$ cat config.mk
export PLATFORM = sky130hd
export DESIGN_NAME = burst_coalescer
export DESIGN_NICKNAME = d
export VERILOG_FILES = /design/src/rtl/burst_coal_pkg.sv /design/src/rtl/merge_judge.sv /design/src/rtl/desc_slot.sv /design/src/rtl/burst_coalescer.sv
export SDC_FILE = /design/constraint.sdc
export NUM_CORES = 1
export LEC_CHECK = 0
export BUFFER_PORTS_ARGS = -buffer_cell sky130_fd_sc_hd__buf_4
export CELL_PAD_IN_SITES_DETAIL_PLACEMENT = 0
export CELL_PAD_IN_SITES_GLOBAL_PLACEMENT = 1
export CORE_ASPECT_RATIO = 1.1
export CORE_MARGIN = 2
export CORE_UTILIZATION = 35
export DETAILED_ROUTE_END_ITERATION = 7
export PLACE_DENSITY = 0.74
export SLEW_MARGIN = 0
export SYNTH_ARGS = -nofsm -noshare
export SYNTH_HDL_FRONTEND = slang
export SYNTH_SLANG_ARGS = --single-unit
$ cat constraint.sdc
create_clock -name clk -period 7.3 [get_ports clk]
set_clock_uncertainty 0.2 [all_clocks]
set_input_delay 1.46 -clock clk [delete_from_list [all_inputs] [get_ports clk]]
set_output_delay 1.46 -clock clk [all_outputs]
set_load 0.05 [all_outputs]
$ cat src/rtl/burst_coal_pkg.sv
package burst_coal_pkg;

    typedef enum logic {
        KIND_INCR  = 1'b0,
        KIND_FIXED = 1'b1
    } burst_kind_e;

    typedef enum logic [1:0] {
        ACT_START     = 2'd0,
        ACT_JOIN_FIX  = 2'd1,
        ACT_JOIN_INC  = 2'd2,
        ACT_SPLIT     = 2'd3
    } merge_act_e;

endpackage

$ cat src/rtl/merge_judge.sv
module merge_judge
    import burst_coal_pkg::*;
#(
    parameter int AW         = 32,
    parameter int LW         = 9,
    parameter int MAX_LEN    = 256,
    parameter int WORD_SHIFT = 2
) (
    input  logic        pend_valid,
    input  logic [AW-1:0] pend_base,
    input  logic [LW-1:0] pend_len,
    input  burst_kind_e pend_kind,
    input  logic        fix_en,
    input  logic [AW-1:0] addr,
    output merge_act_e  act
);
    localparam logic [LW-1:0] LEN_CAP = LW'(MAX_LEN);

    logic          single;
    logic          room;
    logic [AW-1:0] next_inc;
    logic          fix_hit;
    logic          inc_hit;

    always_comb begin
        single   = (pend_len == LW'(1));
        room     = (pend_len < LEN_CAP);
        next_inc = pend_base + (AW'(pend_len) << WORD_SHIFT);
        fix_hit  = fix_en && room && (single || pend_kind == KIND_FIXED)
                   && (addr == pend_base);
        inc_hit  = room && (single || pend_kind == KIND_INCR)
                   && (addr == next_inc);
        if (!pend_valid)   act = ACT_START;
        else if (fix_hit)  act = ACT_JOIN_FIX;
        else if (inc_hit)  act = ACT_JOIN_INC;
        else               act = ACT_SPLIT;
    end
endmodule

$ cat src/rtl/desc_slot.sv
module desc_slot
    import burst_coal_pkg::*;
#(
    parameter int AW = 32,
    parameter int LW = 9
) (
    input  logic          clk,
    input  logic          rst_n,
    input  logic          load,
    input  logic [AW-1:0] ld_base,
    input  logic [LW-1:0] ld_len,
    input  burst_kind_e   ld_kind,
    input  logic          take,
    output logic          free,
    output logic          valid,
    output logic [AW-1:0] base,
    output logic [LW-1:0] len,
    output burst_kind_e   kind
);
    typedef struct packed {
        logic          valid;
        logic [AW-1:0] base;
        logic [LW-1:0] len;
        burst_kind_e   kind;
    } slot_t;

    slot_t slot_d, slot_q;

    always_comb begin
        slot_d = slot_q;
        free   = !slot_q.valid || take;
        if (slot_q.valid && take) slot_d.valid = 1'b0;
        if (load) begin
            slot_d.valid = 1'b1;
            slot_d.base  = ld_base;
            slot_d.len   = ld_len;
            slot_d.kind  = ld_kind;
        end
    end

    always_ff @(posedge clk or negedge rst_n) begin
        if (!rst_n) slot_q <= '0;
        else        slot_q <= slot_d;
    end

    assign valid = slot_q.valid;
    assign base  = slot_q.base;
    assign len   = slot_q.len;
    assign kind  = slot_q.kind;
endmodule

$ cat src/rtl/burst_coalescer.sv
module burst_coalescer
    import burst_coal_pkg::*;
#(
    parameter int AW         = 32,
    parameter int MAX_LEN    = 256,
    parameter int WORD_BYTES = 4,
    localparam int LW        = $clog2(MAX_LEN + 1)
) (
    input  logic          clk,
    input  logic          rst_n,
    input  logic          cfg_fixed_en,
    input  logic          in_valid,
    output logic          in_ready,
    input  logic [AW-1:0] in_addr,
    input  logic          in_last,
    output logic          out_valid,
    input  logic          out_ready,
    output logic [AW-1:0] out_base,
    output logic [LW-1:0] out_len,
    output logic          out_fixed
);
    localparam int WSH = $clog2(WORD_BYTES);

    typedef struct packed {
        logic          valid;
        logic          flush;
        logic [AW-1:0] base;
        logic [LW-1:0] len;
        burst_kind_e   kind;
    } pend_t;

    pend_t         pend_d, pend_q;
    merge_act_e    act;
    logic          slot_free;
    logic          load;
    logic [AW-1:0] ld_base;
    logic [LW-1:0] ld_len;
    burst_kind_e   ld_kind;
    burst_kind_e   slot_kind;
    logic [AW-1:0] nb_base;
    logic [LW-1:0] nb_len;
    burst_kind_e   nb_kind;

    merge_judge #(
        .AW(AW), .LW(LW), .MAX_LEN(MAX_LEN), .WORD_SHIFT(WSH)
    ) u_judge (
        .pend_valid (pend_q.valid),
        .pend_base  (pend_q.base),
        .pend_len   (pend_q.len),
        .pend_kind  (pend_q.kind),
        .fix_en     (cfg_fixed_en),
        .addr       (in_addr),
        .act        (act)
    );

    always_comb begin
        pend_d   = pend_q;
        load     = 1'b0;
        ld_base  = pend_q.base;
        ld_len   = pend_q.len;
        ld_kind  = pend_q.kind;
        in_ready = slot_free && !pend_q.flush;
        nb_base  = in_addr;
        nb_len   = LW'(1);
        nb_kind  = KIND_INCR;

        case (act)
            ACT_JOIN_FIX: begin
                nb_base = pend_q.base;
                nb_len  = pend_q.len + LW'(1);
                nb_kind = KIND_FIXED;
            end
            ACT_JOIN_INC: begin
                nb_base = pend_q.base;
                nb_len  = pend_q.len + LW'(1);
                nb_kind = KIND_INCR;
            end
            default: ;
        endcase

        if (pend_q.flush) begin
            if (slot_free) begin
                load         = 1'b1;
                pend_d.valid = 1'b0;
                pend_d.flush = 1'b0;
            end
        end else if (in_valid && in_ready) begin
            // a split hands the old burst to the slot first
            if (act == ACT_SPLIT) load = 1'b1;
            if (in_last && act != ACT_SPLIT) begin
                load         = 1'b1;
                ld_base      = nb_base;
                ld_len       = nb_len;
                ld_kind      = nb_kind;
                pend_d.valid = 1'b0;
            end else begin
                pend_d.valid = 1'b1;
                pend_d.flush = in_last;
                pend_d.base  = nb_base;
                pend_d.len   = nb_len;
                pend_d.kind  = nb_kind;
            end
        end
    end

    always_ff @(posedge clk or negedge rst_n) begin
        if (!rst_n) pend_q <= '0;
        else        pend_q <= pend_d;
    end

    desc_slot #(.AW(AW), .LW(LW)) u_slot (
        .clk     (clk),
        .rst_n   (rst_n),
        .load    (load),
        .ld_base (ld_base),
        .ld_len  (ld_len),
        .ld_kind (ld_kind),
        .take    (out_ready),
        .free    (slot_free),
        .valid   (out_valid),
        .base    (out_base),
        .len     (out_len),
        .kind    (slot_kind)
    );

    assign out_fixed = (slot_kind == KIND_FIXED);
endmodule

==> results of run 1 <==
[power by group through the flow]
| stage | Clock (mW) | Sequential (mW) | Combinational [mW] |
|---|---|---|---|
| after floorplan | 0 | 1.15 | 0.743 |
| after global placement | 0 | 0.899 | 1.37 |
| after detailed placement | 0 | 0.909 | 1.39 |
| after CTS | 0.448 | 0.901 | 1.39 |
| after global routing | 0.466 | 0.938 | 1.50 |
| final | 0.433 | 0.897 | 1.38 |
[routing by layer]
metal	up-vias	part of all wire (%)	wire length, µm
li1	2106	-	-
met3	14	4.0	559
met2	91	50	6979
met5	-	0	0
met4	0	1.6	226
met1	2109	45	6237
[critical path: stages]
cell and delay (ps):
buf_4 120, xor2_1 130, or3_1 400, a2111oi_1 300
nand3_1 120, nor4_1 280, o311a_1 220, nand4_1 100
o41a_1 390, ha_1 240, nor4_1 260, buf_4 230
and2_2 860, mux2i_1 300, o21ai_0 110
[Yosys cell counts, types with 8 or more instances]
cell      number  share of area [%]
a21oi_1       11                1.0
a22oi_1        8                1.1
clkbuf_1      21                1.5
dfrtp_1       87                 41
ha_1          12                2.8
mux2_2        32                6.8
mux2i_1       34                6.4
nand2_1       75                5.3
nand3_1       16                1.5
nand4_1       17                2.0
nor2_1        18                1.3
nor3_1         8               0.75
nor4_1         8               0.94
o21ai_0       56                5.3
xnor2_1       43                7.1
xor2_1        10                1.6
[cell type report]
type | instances | area, µm²
Clock inverter | 5 | 33.78
Tap cell | 196 | 245.2
Multi-Input combinational cell | 426 | 3019
Inverter | 5 | 18.77
Fill cell | 1486 | 8562
Sequential cell | 87 | 2177
Timing Repair Buffer | 85 | 638.1
Clock buffer | 11 | 242.7
[registers in the layout, summed over array words and instances, names as in the netlist]
signal and count:
pend_q 44, u_slot.base 32, u_slot.len 9, u_slot.kind 1
u_slot.valid 1
[worst max path at each step]
stage / endpoint / slack (ps) / depth (start not counted)
5_1_grt: u_slot.base[30]$_DFFE_PN0P_ / 1260 / 15
3_3_place_gp: u_slot.base[31]$_DFFE_PN0P_ / 1410 / 15
3_5_place_dp: u_slot.base[30]$_DFFE_PN0P_ / 1320 / 15
2_1_floorplan: u_slot.base[30]$_DFFE_PN0P_ / 2250 / 15
6_report: u_slot.base[30]$_DFFE_PN0P_ / 1760 / 15
4_1_cts: u_slot.base[30]$_DFFE_PN0P_ / 1690 / 15
[through the flow]
stage	util, %	instances	power [mW]
floorplan	-	545	1.890
global placement	40.83	799	2.268
detailed placement	40.83	799	2.299
CTS	42.68	815	2.742
global route	42.68	815	2.899
finish	42.68	815	2.712
[kinds of logic after synthesis]
| logic type | after synthesis |
|---|---|
| simple gates | 172 |
| compound gates | 120 |
| flops | 87 |
| mux | 66 |
| xor+xnor | 55 |
| buf+inv | 32 |
| fa+ha+maj | 13 |
==> impl_metrics.csv, run 1 <==
group,metric,value,unit
floorplanning,initial_core_util,35.60,%
floorplanning,io_pins,82,
final_layout,final_cell_mix,"dfrtp_1, buf_4, nand2_1, o21ai_0, xnor2_1",
timing,clock.fmax,0.1804,GHz
setup_path,critPathMaxFanout,32,
grt,grt.busiest_layer,"met2",
clocking,cts_max_path_buffers,2,
floorplanning,dieArea,0.01620,mm²
min_path,holdPathStages,2,
clocking,numCtsBuffers,9,
grt,grt_max_degree,85,
synthesis,ys_seq_elements,87,
final_layout,area_growth,19.88,%
final_layout,final_layout_size_suffix_gt1_share,23.10,%
synthesis,yosys.area_share.simple,15.81,%
route,viasPerCell,5.301,
synthesis,netlist_instances,545,
floorplanning,die_h,133.3,µm
synthesis,synthAdderAreaFrac,3.200,%
power,power_frac_seq,33.1,%
placement,place_congestion,0.8416,
synthesis,yosysWarningCount,0,
setup_path,arrival,5550,ps
power,comb_power_share,51.0,%
clocking,cts_resized,0,
synthesis,async_flop_share,100.0,%
min_path,min_from,"u_slot.base[17]$_DFFE_PN0P_",
floorplanning,design.core.area,0.01494,mm²
floorplanning,row_count,47,
route,drc,0,
setup_path,r2r_start,"pend_q[1]$_DFFE_PN0P_",
clocking,clk_latency,350,ps
power,power.switching,1.257,mW
timing,finalWorstSetupSlack,1755,ps
setup_path,startpoint,"in_addr[1]",
clocking,cts_hold_buf,0,
clocking,cts_sinks,87,
clocking,h-tree-depth,3,
power,netSwitchingFraction,46.35,%
grt,grt_pass1_vias,4348,
min_path,hold_path_end,"u_slot.base[17]$_DFFE_PN0P_",
setup_path,r2r_end,"u_slot.base[30]$_DFFE_PN0P_",
synthesis,ys.flop_type,"dfrtp_1",
timing,holdWs,278.7,ps
final_layout,layout.nets,665,
timing,drv_slew,0,
run_status,outcome,"finished clean",
grt,grt_pass1_wl,22960,µm
synthesis,synth_edf_count,0,
min_path,hold_path.class,"flop to flop",
timing,max_slew_margin,30.76,%
power,ir_drop,0.1488,mV
grt,met3_usage,3.425,%
setup_path,endpoint_kind,"flop",
timing,worst_slew_pin_slew,1039,ps
placement,pre_cts_slack,1315,ps
synthesis,synth_compound_area_share,14.75,%
timing,totalNegativeSetupSlack,0,ps
synthesis,syn_area_per_cell,9.757,µm²
synthesis,muxShareOfSynthArea,13.18,%
grt,antenna_found_initial,0,
final_layout,layout_commonest_cell,"dfrtp_1",
final_layout,design_area,0.006375,mm²
power,pwr-share-clk,16.0,%
setup_path,rrSetupSlack,2050,ps
grt,grtUsageTotal,18.08,%
route,wl_per_cell,17.18,µm
clocking,post_cts_buffers,0,
timing,grt_setup_unrepaired,"false",
timing,period_needed,5545,ps
flow_run,maxCapViolCount,0,
clocking,clk_pin_slew,60,ps
timing,fin_crit_sh,75.96,%
power,p_leak,2.711,nW
route,vias,4320,
route,drt_iter0_drc,234,
clocking,tritoncts,"done",
synthesis,synthesis.nets,596,
placement,place_area,0.006098,mm²
route,drtAntennaViolNets,0,
power,power_density,425.4,mW/mm²
grt,grt_use_met1,23.35,%
power,internal-power,1.455,mW
final_layout,antenna_cells,0,
setup_path,start_kind,"primary input",
timing,finalHoldViolCount,0,
synthesis,seq_area_frac_synth,40.94,%
synthesis,syn-cell-area,0.005318,mm²
synthesis,synth_top_family_by_area,"simple AND/OR/NAND/NOR gates",
floorplanning,die_x,121.5,µm
synthesis,synth_xor_area_share,9.553,%
timing,finalSetupViolations,0,
placement,dp.final_hpwl,10620,µm
setup_path,path_class,"primary input to flop",
placement,port_buffers,81,
synthesis,yosysUniqueCellTypes,57,
clocking,root_buffer,"clkbuf_16",
setup_path,reg2reg_depth,15,
setup_path,required,7300,ps
route,drtPass1Iterations,5,
grt,use_met2,30.59,%
route,totalWireLength,14000,µm
grt,grt.overflow.total,0,
(Power assumes the default switching activity.)
==> run 2, diff against run 1 <==
Settings changed: PLACE_DENSITY 0.74 to 0.77.
Clock period 7.3 ns to 4.52 ns, I/O delays scaled along.
==> run 2 against run 1 <==
  * First-iteration DRC count shrank 0.85%
  * Critical path depth grew 1
  * Sequential power up 59%
  * Utilization up 2.2 points
  * Register-to-register slack lost 1800 ps
  * Global-route usage increased by 0.29 points
  * Via count grew 1.5%
==> impl_metrics.csv, run 2 (synthesized netlist as in run 1, its figures left out) <==
group,metric,value,unit
timing,max_slew_margin,26.75,%
final_layout,largest_reg_flops,44,
timing,worst_slew_pin_slew,1099,ps
setup_path,critPathMaxFanout,15,
clocking,cts_hold_buf,0,
clocking,numCtsBuffers,9,
clocking,clk_pin_slew,70,ps
setup_path,required,4550,ps
power,ir_drop,0.2737,mV
grt,grt.overflow.total,0,
grt,grt.busiest_layer,"met2",
grt,use_met2,31.62,%
timing,totalNegativeSetupSlack,0,ps
placement,place_congestion,0.8726,
timing,period_needed,4320,ps
setup_path,arrival,4350,ps
placement,dp.final_hpwl,10840,µm
timing,finalSetupViolations,0,
final_layout,layout.nets,688,
grt,grt_pass1_wl,23150,µm
final_layout,final_layout_size_suffix_gt1_share,27.10,%
clocking,h-tree-depth,3,
clocking,clk_latency,350,ps
route,drtPass1Iterations,4,
final_layout,area_growth,25.98,%
final_layout,regMostFlops,"pend_q",
route,totalWireLength,14180,µm
floorplanning,io_pins,82,
final_layout,n_fill_cell,1446,
route,viasPerCell,5.232,
placement,place_area,0.006359,mm²
grt,grt_pass1_vias,4468,
timing,finalHoldViolCount,0,
timing,fin_crit_sh,95.57,%
final_layout,design_area,0.006699,mm²
grt,grt_max_degree,88,
route,drt_iter0_drc,232,
final_layout,multi_input_area,0.003065,mm²
floorplanning,design.core.area,0.01494,mm²
setup_path,endpoint_kind,"flop",
grt,antenna_found_initial,0,
final_layout,final_cell_mix,"buf_4, dfrtp_1, nand2_1, o21ai_0, xnor2_1",
grt,grtUsageTotal,18.37,%
power,power_density,676.0,mW/mm²
clocking,post_cts_buffers,0,
timing,clock.fmax,0.2315,GHz
floorplanning,row_count,47,
clocking,cts_sinks,87,
grt,grt_use_met1,23.39,%
flow_run,maxCapViolCount,0,
floorplanning,initial_core_util,35.60,%
clocking,root_buffer,"clkbuf_16",
route,drc,0,
setup_path,start_kind,"flop",
min_path,hold_path.class,"flop to flop",
route,drtAntennaViolNets,0,
placement,port_buffers,81,
floorplanning,dieArea,0.01620,mm²
clocking,cts_max_path_buffers,2,
final_layout,final-seq-area,0.002177,mm²
grt,met3_usage,3.639,%
timing,drv_slew,0,
run_status,outcome,"finished clean",
floorplanning,die_h,133.3,µm
route,vias,4384,
clocking,tritoncts,"done",
final_layout,layout_commonest_cell,"buf_4",
power,p_leak,2.867,nW
floorplanning,die_x,121.5,µm
route,wl_per_cell,16.92,µm
setup_path,path_class,"flop to flop",
final_layout,antenna_cells,0,
timing,grt_setup_unrepaired,"false",
-- run 2: cell types whose count changed in the layout (fill, tap and decap cells not counted), sizes merged --
| cell | delta |
|---|---|
| buf | +23 |
| clkinv | -1 |
| inv | +1 |
-- run 2: metal layers --
| metal | vias up | wire (µm) |
|---|---|---|
| met2 | 84 | 7213 |
| met4 | 0 | 160 |
| met3 | 8 | 569 |
| met1 | 2147 | 6239 |
| met5 | - | 0 |
| li1 | 2145 | - |
-- run 2: repair_timing --
action / in CTS / in global routing
gates cloned: 0 / 0
pin swaps: 0 / 2
resized for setup: 1 / 8
endpoints found under the setup margin: 3 / 73
-- run 2: path summary, 6_finish.rpt --
kind	start	to	slack, ps	depth (start not counted)
max reg2reg	pend_q[9]$_DFFE_PN0P_	pend_q[22]$_DFFE_PN0P_	200	16
max	pend_q[9]$_DFFE_PN0P_	pend_q[22]$_DFFE_PN0P_	200	16
max in group asynchronous	rst_n	u_slot.len[8]$_DFFE_PN0P_	2860	1
min reg2reg	u_slot.base[22]$_DFFE_PN0P_	u_slot.base[22]$_DFFE_PN0P_	280	2
min	u_slot.base[22]$_DFFE_PN0P_	u_slot.base[22]$_DFFE_PN0P_	280	2
min in group asynchronous	rst_n	u_slot.base[23]$_DFFE_PN0P_	550	1
-- run 2: cell type report --
class	instances	share of cell area [%]
repair buffers	108	13.41
clock buffers	11	3.773
multi-input cells	426	45.76
inverters	5	0.2802
well taps	196	3.661
clock inverters	5	0.6164
flip-flops and latches	87	32.50
-- run 2: power breakdown --
group          switching, mW  internal (mW)
registers              0.345           1.09
logic                   1.41          0.956
clock network          0.326          0.406
-- run 2: worst max-delay path, cell delays in order (launching register included) --
cell,delay (ps)
dfrtp_1,480
ha_2,440
nand2_1,200
o21ai_4,230
buf_4,180
o211ai_1,200
or3b_1,400
o211ai_1,90
a21oi_1,90
o41a_1,440
ha_1,250
buf_4,160
nand2b_1,140
nand3_1,150
nor2_2,90
buf_12,160
mux2_2,280
-- run 2: through the flow --
stage	utilization [%]	total power, mW	cells	worst slack (ps)	hold slack, ps
3_5_place_dp	42.57	3.791	822	-224.5	271.4
3_3_place_gp	42.57	3.746	822	-120.2	263.0
6_report	44.85	4.528	838	200.1	279.5
2_1_floorplan	-	3.052	545	25.43	275.2
5_1_grt	44.85	4.828	838	13.79	313.0
4_1_cts	44.58	4.537	838	38.86	286.5
